==> config.mk <==
export PLATFORM = sky130hd
export DESIGN_NAME = seg_drive_top
export DESIGN_NICKNAME = d
export VERILOG_FILES = /design/src/rtl/segdrv_pkg.sv /design/src/rtl/segdrv_sync.sv /design/src/rtl/segdrv_fall_det.sv /design/src/rtl/segdrv_chain.sv /design/src/rtl/segdrv_out.sv /design/src/rtl/seg_drive_top.sv
export SDC_FILE = /design/constraint.sdc
export NUM_CORES = 1
export LEC_CHECK = 0
export ABC_CLOCK_PERIOD_IN_PS = 2400
export CAP_MARGIN = 20
export CORE_MARGIN = 10
export CORE_UTILIZATION = 58
export CTS_BUF_LIST = sky130_fd_sc_hd__clkbuf_4
export CTS_CLUSTER_SIZE = 40
export DETAILED_ROUTE_END_ITERATION = 7
export PLACE_DENSITY = 0.95
export SYNTH_ARGS = -nofsm -noshare
export SYNTH_HDL_FRONTEND = slang
export SYNTH_SLANG_ARGS = --single-unit
export TNS_END_PERCENT = 100
==> constraint.sdc <==
create_clock -name clk -period 2.4 [get_ports clk]
set_input_delay 0.48 -clock clk [delete_from_list [all_inputs] [get_ports clk]]
set_output_delay 0.48 -clock clk [all_outputs]
set_load 0.01 [all_outputs]
==> src/rtl/segdrv_pkg.sv <==
package segdrv_pkg;
  localparam int CODE_W = 2;

  typedef enum logic [CODE_W-1:0] {
    RAIL_VDD = 2'b00,
    RAIL_V2  = 2'b01,
    RAIL_V3  = 2'b10,
    RAIL_VEE = 2'b11
  } rail_e;

  // selected data drives the outer rails, polarity set by the frame signal
  function automatic rail_e pick_rail(input logic dat, input logic alt);
    if (dat) return alt ? RAIL_VEE : RAIL_VDD;
    else     return alt ? RAIL_V3  : RAIL_V2;
  endfunction
endpackage

==> src/rtl/segdrv_sync.sv <==
module segdrv_sync #(
  parameter int WIDTH  = 1,
  parameter int STAGES = 2
) (
  input  logic             clk,
  input  logic             rst,
  input  logic [WIDTH-1:0] async_i,
  output logic [WIDTH-1:0] sync_o
);
  logic [WIDTH-1:0] pipe_q [STAGES];

  generate
    for (genvar s = 0; s < STAGES; s++) begin : g_stage
      always_ff @(posedge clk) begin
        if (rst) pipe_q[s] <= '0;
        else if (s == 0) pipe_q[s] <= async_i;
        else pipe_q[s] <= pipe_q[(s == 0) ? 0 : s-1];
      end
    end
  endgenerate

  assign sync_o = pipe_q[STAGES-1];
endmodule

==> src/rtl/segdrv_fall_det.sv <==
module segdrv_fall_det (
  input  logic clk,
  input  logic rst,
  input  logic level_i,
  output logic fall_o
);
  logic prev_q;

  always_ff @(posedge clk) begin
    if (rst) prev_q <= 1'b0;
    else     prev_q <= level_i;
  end

  assign fall_o = prev_q & ~level_i;


  strobe_single_chk: assert property (@(posedge clk) disable iff (rst)
    fall_o |=> !fall_o);
endmodule

==> src/rtl/segdrv_chain.sv <==
module segdrv_chain #(
  parameter int LEN = 20
) (
  input  logic           clk,
  input  logic           rst,
  input  logic           shift_en,
  input  logic           din,
  output logic [LEN-1:0] stages_o,
  output logic           dout
);
  logic [LEN-1:0] stages_q;

  always_ff @(posedge clk) begin
    if (rst)           stages_q <= '0;
    else if (shift_en) stages_q <= {stages_q[LEN-2:0], din};
  end

  assign stages_o = stages_q;
  assign dout     = stages_q[LEN-1];


  chain_hold_chk: assert property (@(posedge clk) disable iff (rst)
    !shift_en |=> $stable(stages_q));

  chain_step_chk: assert property (@(posedge clk) disable iff (rst)
    shift_en |=> (stages_q == {$past(stages_q[LEN-2:0]), $past(din)}));
endmodule

==> src/rtl/segdrv_out.sv <==
module segdrv_out
  import segdrv_pkg::*;
#(
  parameter int NCH = 40,
  localparam int OUT_W = NCH * CODE_W
) (
  input  logic             clk,
  input  logic             rst,
  input  logic             load_en,
  input  logic             alt,
  input  logic [NCH-1:0]   data_i,
  output logic [OUT_W-1:0] lvl_o
);
  logic [NCH-1:0]   latch_q;
  logic [OUT_W-1:0] lvl_q;

  always_ff @(posedge clk) begin
    if (rst)          latch_q <= '0;
    else if (load_en) latch_q <= data_i;
  end

  generate
    for (genvar c = 0; c < NCH; c++) begin : g_ch
      always_ff @(posedge clk) begin
        if (rst) lvl_q[c*CODE_W +: CODE_W] <= RAIL_V2;
        else     lvl_q[c*CODE_W +: CODE_W] <= pick_rail(latch_q[c], alt);
      end
    end
  endgenerate

  assign lvl_o = lvl_q;


  latch_follow_chk: assert property (@(posedge clk) disable iff (rst)
    load_en |=> (latch_q == $past(data_i)));

  latch_hold_chk: assert property (@(posedge clk) disable iff (rst)
    !load_en |=> $stable(latch_q));

  polarity_chk: assert property (@(posedge clk) disable iff (rst)
    1'b1 |=> (lvl_q[1] == $past(alt)));

  mid_bit_chk: assert property (@(posedge clk) disable iff (rst)
    1'b1 |=> (lvl_q[0] == ($past(latch_q[0]) ~^ $past(alt))));
endmodule

==> src/rtl/seg_drive_top.sv <==
module seg_drive_top
  import segdrv_pkg::*;
#(
  parameter int SEGS_PER_CHAIN = 20,
  parameter int SYNC_STAGES    = 2,
  localparam int NUM_CHAINS = 2,
  localparam int NUM_SEG    = NUM_CHAINS * SEGS_PER_CHAIN,
  localparam int LVL_W      = NUM_SEG * CODE_W
) (
  input  logic             clk,
  input  logic             rst,
  input  logic             shift_clk_i,
  input  logic             latch_en_i,
  input  logic             alt_i,
  input  logic             ser_a_i,
  input  logic             ser_b_i,
  output logic             ser_a_o,
  output logic             ser_b_o,
  output logic [LVL_W-1:0] lvl_o
);
  localparam int N_ASYNC = 3 + NUM_CHAINS;

  logic [N_ASYNC-1:0] raw_in, synced;
  logic shift_lvl, latch_lvl, alt_lvl, shift_stb;
  logic [NUM_CHAINS-1:0] ser_in, ser_out;
  logic [NUM_SEG-1:0] all_stages;

  assign raw_in = {ser_b_i, ser_a_i, alt_i, latch_en_i, shift_clk_i};

  segdrv_sync #(.WIDTH(N_ASYNC), .STAGES(SYNC_STAGES)) u_sync (
    .clk(clk), .rst(rst), .async_i(raw_in), .sync_o(synced)
  );

  assign shift_lvl = synced[0];
  assign latch_lvl = synced[1];
  assign alt_lvl   = synced[2];
  assign ser_in    = synced[N_ASYNC-1:3];

  segdrv_fall_det u_fall (
    .clk(clk), .rst(rst), .level_i(shift_lvl), .fall_o(shift_stb)
  );

  generate
    for (genvar k = 0; k < NUM_CHAINS; k++) begin : g_chain
      segdrv_chain #(.LEN(SEGS_PER_CHAIN)) u_chain (
        .clk(clk), .rst(rst), .shift_en(shift_stb), .din(ser_in[k]),
        .stages_o(all_stages[k*SEGS_PER_CHAIN +: SEGS_PER_CHAIN]),
        .dout(ser_out[k])
      );
    end
  endgenerate

  assign ser_a_o = ser_out[0];
  assign ser_b_o = ser_out[1];

  segdrv_out #(.NCH(NUM_SEG)) u_out (
    .clk(clk), .rst(rst), .load_en(latch_lvl), .alt(alt_lvl),
    .data_i(all_stages), .lvl_o(lvl_o)
  );


  chains_lockstep_chk: assert property (@(posedge clk) disable iff (rst)
    !shift_stb |=> ($stable(ser_a_o) && $stable(ser_b_o)));
endmodule

==> impl_metrics.prom <==
# TYPE chip_impl_metric gauge
chip_impl_info{name="status",value="finished, final reports clean"} 1
chip_impl_metric{name="critical-path-max-stage-delay",unit="ns"} 0.63
chip_impl_metric{name="final_core_util",unit=""} 0.7216
chip_impl_metric{name="num_io_pins",unit=""} 89
chip_impl_metric{name="drive_gt1_frac",unit=""} 0.08527
chip_impl_metric{name="design.core.area",unit="µm²"} 8341
chip_impl_metric{name="grt_remaining_overflow",unit=""} 0
chip_impl_metric{name="drt_wl_total",unit="mm"} 8.971
chip_impl_metric{name="p_leak",unit="µW"} 0.002398
chip_impl_metric{name="preCtsSetupSlack",unit="ns"} 0.6890
chip_impl_metric{name="placed_cells",unit=""} 589
chip_impl_metric{name="postSynthNetCount",unit=""} 463
chip_impl_metric{name="period_minus_slack",unit="ns"} 2.268
chip_impl_metric{name="hpwlAfterDp",unit="mm"} 6.092
chip_impl_metric{name="num_vias",unit=""} 2994
chip_impl_metric{name="ant_nets",unit=""} 0
chip_impl_metric{name="synthToLayoutAreaGrowth",unit="%"} 19.38
chip_impl_metric{name="maxSlewViolCount",unit=""} 0
chip_impl_metric{name="yosysUniqueCellTypes",unit=""} 14
chip_impl_metric{name="postSynthRegisterBits",unit=""} 132
chip_impl_metric{name="synthesis.area_per_instance",unit="µm²"} 11.06
chip_impl_metric{name="grt_first_pass_wirelength",unit="mm"} 15.09
chip_impl_metric{name="clock.fmax",unit="MHz"} 441.0
chip_impl_metric{name="worst_slew_margin_relative_to_its_limit",unit=""} 0.6149
chip_impl_metric{name="antenna_cells_inserted",unit=""} 0
chip_impl_metric{name="initial_antenna_violation_count",unit=""} 0
chip_impl_metric{name="finalSetupViolCount",unit=""} 0
chip_impl_metric{name="placement_rows",unit=""} 33
chip_impl_metric{name="crit_required",unit="ns"} 1.92
chip_impl_info{name="timing.critical_path.from_type",value="register"} 1
chip_impl_metric{name="port-buffer-count",unit=""} 88
chip_impl_metric{name="cts.repair_timing.setup_buffer_count",unit=""} 0
chip_impl_info{name="rsz0062_at_grt",value="no"} 1
chip_impl_metric{name="clock_insertion_delay_worst_skew",unit="ns"} 0.53
chip_impl_info{name="cts_tree",value="built"} 1
chip_impl_metric{name="first_global_vias",unit=""} 3128
chip_impl_metric{name="fin_crit_sh",unit=""} 0.9448
chip_impl_metric{name="cts.htree.levels",unit=""} 4
chip_impl_metric{name="post-route-worst-setup-slack",unit="ns"} 0.1324
chip_impl_metric{name="cts_repair_resize_count",unit=""} 0
chip_impl_metric{name="pin_count_of_the_biggest_net_entering_global_routing",unit=""} 60
chip_impl_metric{name="cts_hold_buffers",unit=""} 0
chip_impl_metric{name="final_cells",unit=""} 621
chip_impl_metric{name="fin_worst_skew",unit="ns"} 0.01805
chip_impl_metric{name="crit_arrival",unit="ns"} 1.79
chip_impl_metric{name="numCtsBuffers",unit=""} 17
chip_impl_metric{name="dr.first_iter.drc_count",unit=""} 99
chip_impl_metric{name="cts_num_sinks",unit=""} 132
chip_impl_metric{name="number_of_violations_of_the_max_capacitance_limit",unit=""} 0
chip_impl_metric{name="dieArea",unit="µm²"} 12820
chip_impl_metric{name="setup.reg_to_reg.worst_slack",unit="ns"} 1.03
chip_impl_metric{name="post_drt_wl_per_cell",unit="µm"} 14.45
chip_impl_metric{name="synth_seq_area_share",unit=""} 0.5242
chip_impl_metric{name="power_density",unit="nW/µm²"} 704.9
chip_impl_metric{name="gp_congestion",unit=""} 0.7424
chip_impl_metric{name="post_synth_inst_count",unit=""} 456
chip_impl_info{name="critical_path_class",value="register to output port"} 1
chip_impl_metric{name="vertical_die_dimension",unit="µm"} 113.2
chip_impl_metric{name="num-nets-final",unit=""} 510
chip_impl_metric{name="gr-usage-all-layers",unit=""} 0.1440
chip_impl_metric{name="die_w",unit="µm"} 113.2
chip_impl_metric{name="timing_worst_slew_pin_value",unit="ns"} 0.5776
chip_impl_metric{name="max-clock-path-buffers",unit=""} 2
chip_impl_info{name="crit_chain",value="buf_4 > clkdlybuf4s50_1"} 1
chip_impl_metric{name="drcViolationCount",unit=""} 0
chip_impl_metric{name="critical_path.max_fanout",unit=""} 40
chip_impl_info{name="root_buffer",value="sky130_fd_sc_hd__clkbuf_4"} 1
chip_impl_metric{name="final.setup.tns",unit="ns"} 0
chip_impl_metric{name="floorplan.initialDensity",unit=""} 0.6044
chip_impl_info{name="endpoint_kind",value="output port"} 1
chip_impl_metric{name="mappedNetlistArea",unit="µm²"} 5041
chip_impl_info{name="worstHoldPathType",value="input pin to register"} 1
chip_impl_metric{name="worst_setup_hold_path_clk_slew",unit="ns"} 0.11
chip_impl_info{name="cpMaxStageDelayCell",value="sky130_fd_sc_hd__clkdlybuf4s50_1"} 1
chip_impl_metric{name="vdd_ir_drop_max",unit="mV"} 0.5490
chip_impl_metric{name="viasPerCell",unit=""} 4.821
chip_impl_metric{name="dr.pass1.iters",unit=""} 4
chip_impl_metric{name="synth-warning-count",unit=""} 0
chip_impl_metric{name="final_hold_viol_count",unit=""} 0
-- state kept, by name (all words and copies together) (netlist names) --
register,count
u_fall.prev_q,1
g_chain.u_chain.stages_o,40
u_sync.pipe_q,10
u_out.lvl_o,41
u_out.latch_q,40
-- report_power, final --
part           internal, µW  switching (µW)  total, µW  leakage, µW
clock network           941             834       1770     0.000187
logic                   129             103        232      0.00114
registers              2220            18.2       2240      0.00107
-- cells in the mapped netlist --
master | n | area [µm²]
sky130_fd_sc_hd__dfxtp_1 | 132 | 2643
sky130_fd_sc_hd__nand2b_1 | 81 | 506.7
sky130_fd_sc_hd__mux2i_1 | 78 | 780.8
sky130_fd_sc_hd__buf_4 | 48 | 360.4
sky130_fd_sc_hd__nor2_1 | 40 | 150.1
sky130_fd_sc_hd__xor2_1 | 40 | 350.3
sky130_fd_sc_hd__buf_2 | 12 | 60.06
sky130_fd_sc_hd__nor2b_1 | 12 | 75.07
sky130_fd_sc_hd__clkbuf_1 | 5 | 18.77
sky130_fd_sc_hd__buf_8 | 2 | 30.03
sky130_fd_sc_hd__nand4bb_1 | 2 | 22.52
sky130_fd_sc_hd__o21ai_1 | 2 | 10.01
sky130_fd_sc_hd__buf_12 | 1 | 20.02
sky130_fd_sc_hd__nor2b_4 | 1 | 13.76
-- worst max-delay path, delay by kind of cell, from the launching register on --
family	cells	cell delay, ns
buffers and inverters	2	0.94
flip-flops	1	0.32
-- area by class of cell --
type	instances	area (µm²)
Clock inverter	15	229.0
Sequential cell	132	2645
Clock buffer	17	127.6
Tap cell	105	131.4
Timing Repair Buffer	96	975.9
Multi-Input combinational cell	256	1909
Fill cell	541	2322
-- cells by family after synthesis --
family	synth area share
and+or+nand+nor	0.1524
xor gates and xnor gates	0.06950
AOI/OAI and AO/OA	0.001986
muxes	0.1549
buffers and inverters	0.09705
DFF	0.5242
-- worst paths after layout --
kind	cells past startpoint	to	from
setup / recovery	2	lvl_o[35]	u_out.lvl_o[27]$_SDFF_PP0_
hold / removal	2	u_out.latch_q[30]$_SDFFE_PP0P_	rst
setup reg to reg	3	u_out.latch_q[9]$_SDFFE_PP0P_	u_sync.pipe_q[1][1]$_SDFF_PP0_
hold reg to reg	1	u_sync.pipe_q[1][2]$_SDFF_PP0_	u_sync.pipe_q[0][2]$_SDFF_PP0_
-- stage by stage --
stage,hold WS [ns],area [µm²],power (µW)
4_1_cts,0.3824,6018,4275
6_report,0.3962,6018,4242
3_5_place_dp,0.4353,5662,2521
2_1_floorplan,0.4138,5041,2446
5_1_grt,0.4165,6018,4379
3_3_place_gp,0.4174,5662,2515
-- cells in the final DEF (no fill, tap or decap), types with 3 or more instances in the layout --
cell and count:
sky130_fd_sc_hd__dfxtp_1 130, sky130_fd_sc_hd__clkdlybuf4s50_1 87, sky130_fd_sc_hd__nand2b_1 81, sky130_fd_sc_hd__mux2i_1 78, sky130_fd_sc_hd__xor2_1 40, sky130_fd_sc_hd__nor2_1 40, sky130_fd_sc_hd__clkbuf_4 17, sky130_fd_sc_hd__nor2b_1 12
sky130_fd_sc_hd__buf_4 6, sky130_fd_sc_hd__clkinv_4 5, sky130_fd_sc_hd__bufinv_16 5, sky130_fd_sc_hd__buf_12 3
-- routing by layer --
metal  track usage  routed length (µm)  up-vias
met4       0.06853                 197        0
li1              -                   -     1500
met5             0                   0        -
met2        0.2642                4923       56
met3       0.04649                 409       20
met1        0.1431                3441     1418
Power figures use the tool's default switching activity.
